**config.mk**
```make
export PLATFORM = sky130hd
export DESIGN_NAME = cmp_pwm_chan
export DESIGN_NICKNAME = d
export VERILOG_FILES = /design/src/rtl/cpc_pkg.sv /design/src/rtl/cpc_cmp_buf.sv /design/src/rtl/cpc_oc_unit.sv /design/src/rtl/cpc_pwm_unit.sv /design/src/rtl/cmp_pwm_chan.sv
export SDC_FILE = /design/constraint.sdc
export NUM_CORES = 1
export LEC_CHECK = 0
export BUFFER_PORTS_ARGS = -buffer_cell sky130_fd_sc_hd__buf_2
export CAP_MARGIN = 20
export CORE_UTILIZATION = 61
export CTS_BUF_LIST = sky130_fd_sc_hd__clkbuf_2 sky130_fd_sc_hd__clkbuf_4 sky130_fd_sc_hd__clkbuf_8
export DETAILED_ROUTE_END_ITERATION = 7
export GPL_TIMING_DRIVEN = 0
export PLACE_DENSITY_LB_ADDON = 0.08
export SETUP_SLACK_MARGIN = 0.05
export SLEW_MARGIN = 20
export SYNTH_ARGS = -nofsm -noshare
export SYNTH_HDL_FRONTEND = slang
export SYNTH_SLANG_ARGS = --single-unit
```
**constraint.sdc**
```tcl
create_clock -name clk -period 3.3 [get_ports clk]
set_input_delay 0.165 -clock clk [delete_from_list [all_inputs] [get_ports clk]]
set_output_delay 0.165 -clock clk [all_outputs]
set_load 0.05 [all_outputs]
```
**src/rtl/cpc_pkg.sv**
```systemverilog
package cpc_pkg;
  typedef enum logic [1:0] {
    CH_OFF   = 2'b00,
    CH_OC    = 2'b01,
    CH_PWM   = 2'b10,
    CH_PULSE = 2'b11
  } ch_mode_e;

  localparam logic [1:0] LV_NONE  = 2'b00;
  localparam logic [1:0] LV_TOGL  = 2'b01;
  localparam logic [1:0] LV_CLR   = 2'b10;
  localparam logic [1:0] LV_SET   = 2'b11;
  localparam logic [1:0] LV_PHIGH = 2'b01;
  localparam logic [1:0] LV_PLOW  = 2'b10;
endpackage

```
**src/rtl/cpc_cmp_buf.sv**
```systemverilog
module cpc_cmp_buf #(
  parameter int CW = 16
) (
  input  logic          clk,
  input  logic          rst_n,
  input  logic          pwm_mode,
  input  logic          tick,
  input  logic [CW-1:0] cnt_val,
  input  logic          wr,
  input  logic [CW-1:0] wdata,
  output logic [CW-1:0] eff_cmp,
  output logic          bnd,
  output logic          hit
);
  logic [CW-1:0] shadow_q;
  logic [CW-1:0] live_q;
  logic          pend_q;
  logic          swap;

  assign bnd     = tick && (cnt_val == '0);
  assign swap    = pwm_mode && bnd && pend_q;
  assign eff_cmp = swap ? shadow_q : live_q;
  assign hit     = tick && (cnt_val == eff_cmp);

  always_ff @(posedge clk) begin
    if (!rst_n) begin
      shadow_q <= '0;
      live_q   <= '0;
      pend_q   <= 1'b0;
    end else begin
      if (swap) begin
        live_q <= shadow_q;
        pend_q <= 1'b0;
      end
      if (wr) begin
        shadow_q <= wdata;
        if (pwm_mode) begin
          pend_q <= 1'b1;
        end else begin
          live_q <= wdata;
          pend_q <= 1'b0;
        end
      end
    end
  end


  cmp_hold_chk: assert property (@(posedge clk) disable iff (!rst_n)
    (pwm_mode && !bnd) |=> $stable(live_q));
endmodule

```
**src/rtl/cpc_oc_unit.sv**
```systemverilog
module cpc_oc_unit
  import cpc_pkg::*;
(
  input  logic       clk,
  input  logic       rst_n,
  input  ch_mode_e   mode,
  input  logic [1:0] lvl,
  input  logic       tick,
  input  logic       hit,
  output logic       oc_pin,
  output logic       pls_pin
);
  logic oc_q;
  logic pls_q;

  always_ff @(posedge clk) begin
    if (!rst_n) begin
      oc_q  <= 1'b0;
      pls_q <= 1'b0;
    end else begin
      if (mode == CH_OC && hit) begin
        case (lvl)
          LV_TOGL: oc_q <= ~oc_q;
          LV_CLR:  oc_q <= 1'b0;
          LV_SET:  oc_q <= 1'b1;
          default: oc_q <= oc_q;
        endcase
      end
      if (mode != CH_PULSE) pls_q <= 1'b0;
      else if (tick)        pls_q <= hit;
    end
  end

  assign oc_pin = oc_q;

  always_comb begin
    case (lvl)
      LV_PHIGH: pls_pin = pls_q;
      LV_PLOW:  pls_pin = ~pls_q;
      default:  pls_pin = 1'b0;
    endcase
  end


  oc_set_chk: assert property (@(posedge clk) disable iff (!rst_n)
    (mode == CH_OC && hit && lvl == LV_SET) |=> oc_q);

  oc_hold_chk: assert property (@(posedge clk) disable iff (!rst_n)
    (!tick) |=> $stable(oc_q));

  pulse_fire_chk: assert property (@(posedge clk) disable iff (!rst_n)
    (mode == CH_PULSE && hit) |=> pls_q);
endmodule

```
**src/rtl/cpc_pwm_unit.sv**
```systemverilog
module cpc_pwm_unit (
  input  logic clk,
  input  logic rst_n,
  input  logic en,
  input  logic center,
  input  logic dn,
  input  logic tick,
  input  logic bnd,
  input  logic hit,
  input  logic eff_zero,
  output logic act
);
  logic act_q;

  always_ff @(posedge clk) begin
    if (!rst_n) begin
      act_q <= 1'b0;
    end else if (en && bnd) begin
      act_q <= !eff_zero;
    end else if (en && hit) begin
      act_q <= center ? dn : 1'b0;
    end
  end

  assign act = act_q;


  pwm_hold_chk: assert property (@(posedge clk) disable iff (!rst_n)
    (!tick) |=> $stable(act_q));

  pwm_down_chk: assert property (@(posedge clk) disable iff (!rst_n)
    (en && center && dn && hit && !bnd) |=> act_q);
endmodule

```
**src/rtl/cmp_pwm_chan.sv**
```systemverilog
module cmp_pwm_chan
  import cpc_pkg::*;
#(
  parameter int CW = 16
) (
  input  logic          clk,
  input  logic          rst_n,
  input  logic          cnt_tick,
  input  logic [CW-1:0] cnt_val,
  input  logic          cnt_dn,
  input  logic          cmp_wr,
  input  logic [CW-1:0] cmp_wdata,
  input  logic [1:0]    ch_mode,
  input  logic [1:0]    ch_lvl,
  input  logic          pwm_center,
  input  logic          flag_clr,
  output logic          ch_out,
  output logic          ch_flag
);
  ch_mode_e      md;
  logic [CW-1:0] eff_cmp;
  logic          bnd, hit, evt;
  logic          oc_pin, pls_pin, pwm_act;
  logic          flag_q;

  assign md  = ch_mode_e'(ch_mode);
  assign evt = hit && (md != CH_OFF);

  cpc_cmp_buf #(.CW(CW)) u_buf (
    .clk(clk), .rst_n(rst_n), .pwm_mode(md == CH_PWM), .tick(cnt_tick),
    .cnt_val(cnt_val), .wr(cmp_wr), .wdata(cmp_wdata),
    .eff_cmp(eff_cmp), .bnd(bnd), .hit(hit)
  );

  cpc_oc_unit u_oc (
    .clk(clk), .rst_n(rst_n), .mode(md), .lvl(ch_lvl), .tick(cnt_tick),
    .hit(hit), .oc_pin(oc_pin), .pls_pin(pls_pin)
  );

  cpc_pwm_unit u_pwm (
    .clk(clk), .rst_n(rst_n), .en(md == CH_PWM), .center(pwm_center),
    .dn(cnt_dn), .tick(cnt_tick), .bnd(bnd), .hit(hit),
    .eff_zero(eff_cmp == '0), .act(pwm_act)
  );

  always_comb begin
    case (md)
      CH_OC:    ch_out = oc_pin;
      CH_PULSE: ch_out = pls_pin;
      CH_PWM: begin
        case (ch_lvl)
          2'b10:   ch_out = pwm_act;
          2'b01:   ch_out = ~pwm_act;
          default: ch_out = 1'b0;
        endcase
      end
      default:  ch_out = 1'b0;
    endcase
  end

  always_ff @(posedge clk) begin
    if (!rst_n)        flag_q <= 1'b0;
    else if (evt)      flag_q <= 1'b1;
    else if (flag_clr) flag_q <= 1'b0;
  end

  assign ch_flag = flag_q;


  flag_set_chk: assert property (@(posedge clk) disable iff (!rst_n)
    evt |=> ch_flag);

  flag_clr_chk: assert property (@(posedge clk) disable iff (!rst_n)
    (flag_clr && !evt) |=> !ch_flag);

  off_pin_chk: assert property (@(posedge clk) disable iff (!rst_n)
    (md == CH_OFF) |-> !ch_out);
endmodule

```
# After elaboration in Yosys (flattened, before gate mapping)
# Index checks and enable logic that the tools add are counted.
# totals
register_bits	37
in_bits	43
output_inout_bits	2
elab_cells	51
# op_classes
eq_ne	8
n_mux	15
bitwise_logic	4
n_reduce_logical	17
# op_table
operator	count
16-bit 2-to-1 mux	3
16-bit logical NOT	2
16-bit equality test	1
2-bit equality test, second input constant	4
1-bit 2-to-1 mux	8
2-bit nonzero test	4
1-bit logical AND	7
1-bit case mux with 3 select lines	2
2-bit by 1-bit equality test with 1-bit output, second input constant	2
1-bit inverter	4
1-bit case mux with 2 select lines	2
3-bit nonzero test	1
2-bit inequality test, second input constant	1
2-bit AND reduction	1
2-bit OR reduction	1
1-bit logical NOT	1

# Depth between registers and ports, before layout
# depth
depth_word	10
mapped_depth	8
mapped_depth_nobuf	7

# Modules after synthesis
# A second synthesis with hierarchy kept.
# unflattened
hier_cells	243
hier_area_um2	2193.4
# modules_own_cells
mod	n_inst	cells_each	area_per_inst_um2
cpc_cmp_buf	1	205	1901.8
cmp_pwm_chan	1	16	117.6
cpc_oc_unit	1	15	115.1
cpc_pwm_unit	1	7	58.8

# Worst setup path before layout
# OpenSTA, ideal clock, no wires.
# synth_timing
path_type	input -> register
start	input cnt_val[12]
end	register u_oc.oc_q, in the netlist u_oc.oc_pin
setup_time_ns	0.115
arrival_ns	1.752
slack_ns	1.433
path_stages	8
n_path_buf	1
path_cell_list	nor4_1 > nand3_1 > nor3_2 > buf_6 > mux2i_1 > o22ai_2 > o31a_1 > o21a_1
# synth_between
elab_chain_cells	9
# synth_rtl
item	line_no	rtl
start: declaration	cmp_pwm_chan.sv:9	input logic [CW-1:0] cnt_val,
16-bit logical NOT	cpc_cmp_buf.sv:20	assign bnd = tick && (cnt_val == '0);
1-bit logical AND	cpc_cmp_buf.sv:20	
1-bit logical AND (2 in series)	cpc_cmp_buf.sv:21	assign swap = pwm_mode && bnd && pend_q;
16-bit 2-to-1 mux	cpc_cmp_buf.sv:22	assign eff_cmp = swap ? shadow_q : live_q;
16-bit equality test (*)	cpc_cmp_buf.sv:23	assign hit = tick && (cnt_val == eff_cmp);
1-bit logical AND (*)	cpc_cmp_buf.sv:23	
1-bit logical AND (*)	cpc_oc_unit.sv:21	if (mode == CH_OC && hit) begin
2-bit AND reduction (no source line) (*)	--	
end signal: assignment	cpc_oc_unit.sv:23	LV_TOGL: oc_q <= ~oc_q;
end signal: assignment	cpc_oc_unit.sv:26	default: oc_q <= oc_q;
end: declaration	cpc_oc_unit.sv:13	logic oc_q;
# Every way passes the cells marked *; elsewhere a longest branch is shown, timed or not.
# A chain may end at the register's enable or synchronous reset.

# Worst setup path after layout
# layout_timing
start	register u_buf.pend_q
end	register u_pwm.act_q, in the netlist u_pwm.act
# layout_between
elab_chain_cells	6
elab_cells_between_ends	9
# layout_rtl
item	line_no	rtl
start: declaration	cpc_cmp_buf.sv:17	logic pend_q;
start signal: assignment	cpc_cmp_buf.sv:29	pend_q <= 1'b0;
start signal: assignment	cpc_cmp_buf.sv:33	pend_q <= 1'b0;
start signal: assignment	cpc_cmp_buf.sv:38	pend_q <= 1'b1;
1-bit logical AND (*)	cpc_cmp_buf.sv:21	
16-bit 2-to-1 mux (*)	cpc_cmp_buf.sv:22	
16-bit equality test	cpc_cmp_buf.sv:23	
1-bit logical AND	cpc_cmp_buf.sv:23	
1-bit logical AND	cpc_pwm_unit.sv:20	end else if (en && hit) begin
2-bit nonzero test (no source line)	--	
end signal: assignment	cpc_pwm_unit.sv:19	act_q <= !eff_zero;
end signal: assignment	cpc_pwm_unit.sv:21	act_q <= center ? dn : 1'b0;
end: declaration	cpc_pwm_unit.sv:13	logic act_q;
# Marks and branches as above.

==> metrics <==
Routed Antenna Nets 0; Setup crit end kind register; RePlAce Congestion slightly below 1; Yosys top cell area share 35.0%; Via density 5.91; CTS tree yes; Tmin final 2.07 ns; via count 2009; Hold Buf Count CTS 0; maxcap violations 0; critical path type reg -> reg; measured slew at the worst slew-check pin approximately 0.73 ns; # fillers 282; Pwr Density 395 nW/um^2; area occupied by multi-input gates 1290 sq um; Area growth syn-to-layout 16.4%; Crit. Startpoint u_buf.pend_q; most instantiated cells after synthesis dfxtp_1, nor2_1, mux2i_1, xor2_1, a211oi_1; worst r2r src u_buf.pend_q; Remaining Overflow, GRT 0; worst hold slack 0.0381 ns; nets roughly 340; DRC Markers 0; Mean Syn Cell Area slightly below 9 sq um; Worst Path Arrival 2.36 ns; Final Power just under 1 mW; Peak supply drop ~330 uV; Slowest cell on crit path dfxtp_1; synthesized area 2120 sq um; Core Util, Final about three quarters; cell taking the most area after synthesis dfxtp_1; Finished Layout Cells 340; HPWL Detailed 4370 um; Core ar. 3340 sq um; Crit Reg-Reg Endpoint u_pwm.act; Synth Register Bits 37; post-synth cell types 41; # rows 21; diode count 0; total negative slack 0 ns; Pleak 1.00 nW; Slew Viols, Final 0; top fanout value on the critical path 9; Critical Path RT around 3.6 ns; worst setup path endpoint u_pwm.act; Top Ports 45; Sequential Area roughly 740 sq um; Port Buffers 43; DR WL/cell 16.9 um; Fin Clk Skew 0.00554 ns; total clock sinks 37; CTS H-tree lvls 2; Clock transition at path regs 0.11 ns; clk_lat worst skew 0.36 ns; CTS buffer count 5; max incr delay on CP ~0.47 ns; Starting Density 63.4%; Pre-antenna DRT Iters 4; die height 60.9 um; yosys warns 0; largest cells by area after synthesis dfxtp_1, mux2i_1, xor2_1, nor2_1, a211oi_1; drt first-iter violations 159; largest net degree at the start of global routing 13; share of cells above drive strength 1 19.0%; gr usage total roughly a third; count of final setup violators 0; Die ar. 3710 sq um; number of setup buffers added after CTS 0; register area share after synthesis about a third; Worst setup SP type register; final hold vios 0; global-route wire length before repair 8870 um; status finished, final reports clean; Post-synth ARST share 0%; antenna violations before repair 0; Tcrit/Tclk final 62.7%; vias in the first global route 1833; Clock Tree Buf Depth 2; relative slew slack ~51%; RSZ-0062 raised after global routing false; WL final 5750 um; syn nets 286; post-placement cell count approximately 330; Tightest Hold Check Type in -> reg; Post-Syn Instances roughly 240; PostCTS Resize Cnt 0; ys flop type dfxtp_1; WHS Path Cells 2; max frequency 0.483 GHz; Horiz. Die Dim 60.9 um; R2R depth 7; flop2flop setup slack 1.23 ns; worst-path cell chain inv_1 -> nor3_2 -> buf_6 -> mux2i_1 -> nand3_1 -> or3_1 -> a31oi_1; EDFF count, synth 0; CTS root buffer clkbuf_4
==> worst min-delay path by stage <==
stage / startpoint / endpoint / slack [ns]
6_report: rst_n / u_oc.oc_pin / 0.04
5_1_grt: cmp_wdata[7] / u_buf.shadow_q[7] / 0.04
3_5_place_dp: rst_n / u_oc.oc_pin / 0.41
4_1_cts: rst_n / u_oc.oc_pin / 0.04
2_1_floorplan: rst_n / u_oc.oc_pin / 0.28
3_3_place_gp: rst_n / u_oc.oc_pin / 0.40
==> per-stage QoR <==
step,worst slack (ns),instance area [sq um]
2_1_floorplan,1.43,2120
3_3_place_gp,1.08,2390
3_5_place_dp,1.05,2390
4_1_cts,1.27,2460
5_1_grt,1.13,2460
6_report,1.23,2460
==> final cells by class <==
cell class,instances,share of cell area [%]
plain buffers,10,1.98
clock buffers,7,2.64
repair buffers,43,8.74
multi-input cells,187,52.5
flip-flops and latches,37,30.1
clock inverters,1,0.356
well taps,46,2.34
inverters,9,1.37
==> state kept, by name, summed over array words and instances, names as in the netlist <==
name and cells:
u_oc.oc_pin 1, u_buf.shadow_q 16, ch_flag 1, u_pwm.act 1
u_oc.pls_q 1, u_buf.pend_q 1, u_buf.live_q 16
==> layer usage <==
layer	wire (um)	share of wire (%)	vias to the layer above	GRT usage, %
met4	114	2.0	0	13.0
met5	0	0	-	0
li1	-	-	993	-
met2	2610	45	67	52.6
met3	359	6.2	12	7.46
met1	2670	46	937	45.2
==> report_power, final <==
part	internal, mW	leakage, nW	total [mW]	switching, mW
Combinational	0.0769	0.657	0.178	0.101
Sequential	0.474	0.305	0.504	0.0307
Clock	0.127	0.0419	0.290	0.162
==> logic make-up after synthesis <==
| kind of cell | after synthesis | synth area share [%] |
|---|---|---|
| and+or+nand+nor | 94 | 23.5 |
| AOI/OAI and AO/OA | 39 | 13.2 |
| DFF | 37 | 35.0 |
| muxes | 34 | 16.1 |
| xor gates and xnor gates | 20 | 8.28 |
| buffers and inverters | 19 | 3.90 |
==> critical path: cells and delay by family (launching register included) <==
family          cells  cell delay (ns)
flops               1             0.47
mux                 1             0.34
simple gates        3             0.76
compound gates      1             0.13
buf+inv             2             0.31
==> layout by cell type, fill, tap and decap left out, types with 6 or more instances in the layout <==
cell / instances
nand2_1: 6
a211oi_1: 17
nor2b_1: 7
clkbuf_1: 6
nor3_1: 7
nor4_1: 12
buf_2: 43
inv_1: 8
nor2_1: 37
dfxtp_1: 37
xor2_1: 20
mux2i_1: 34
Note: power is estimated with default switching activity, not from simulation.
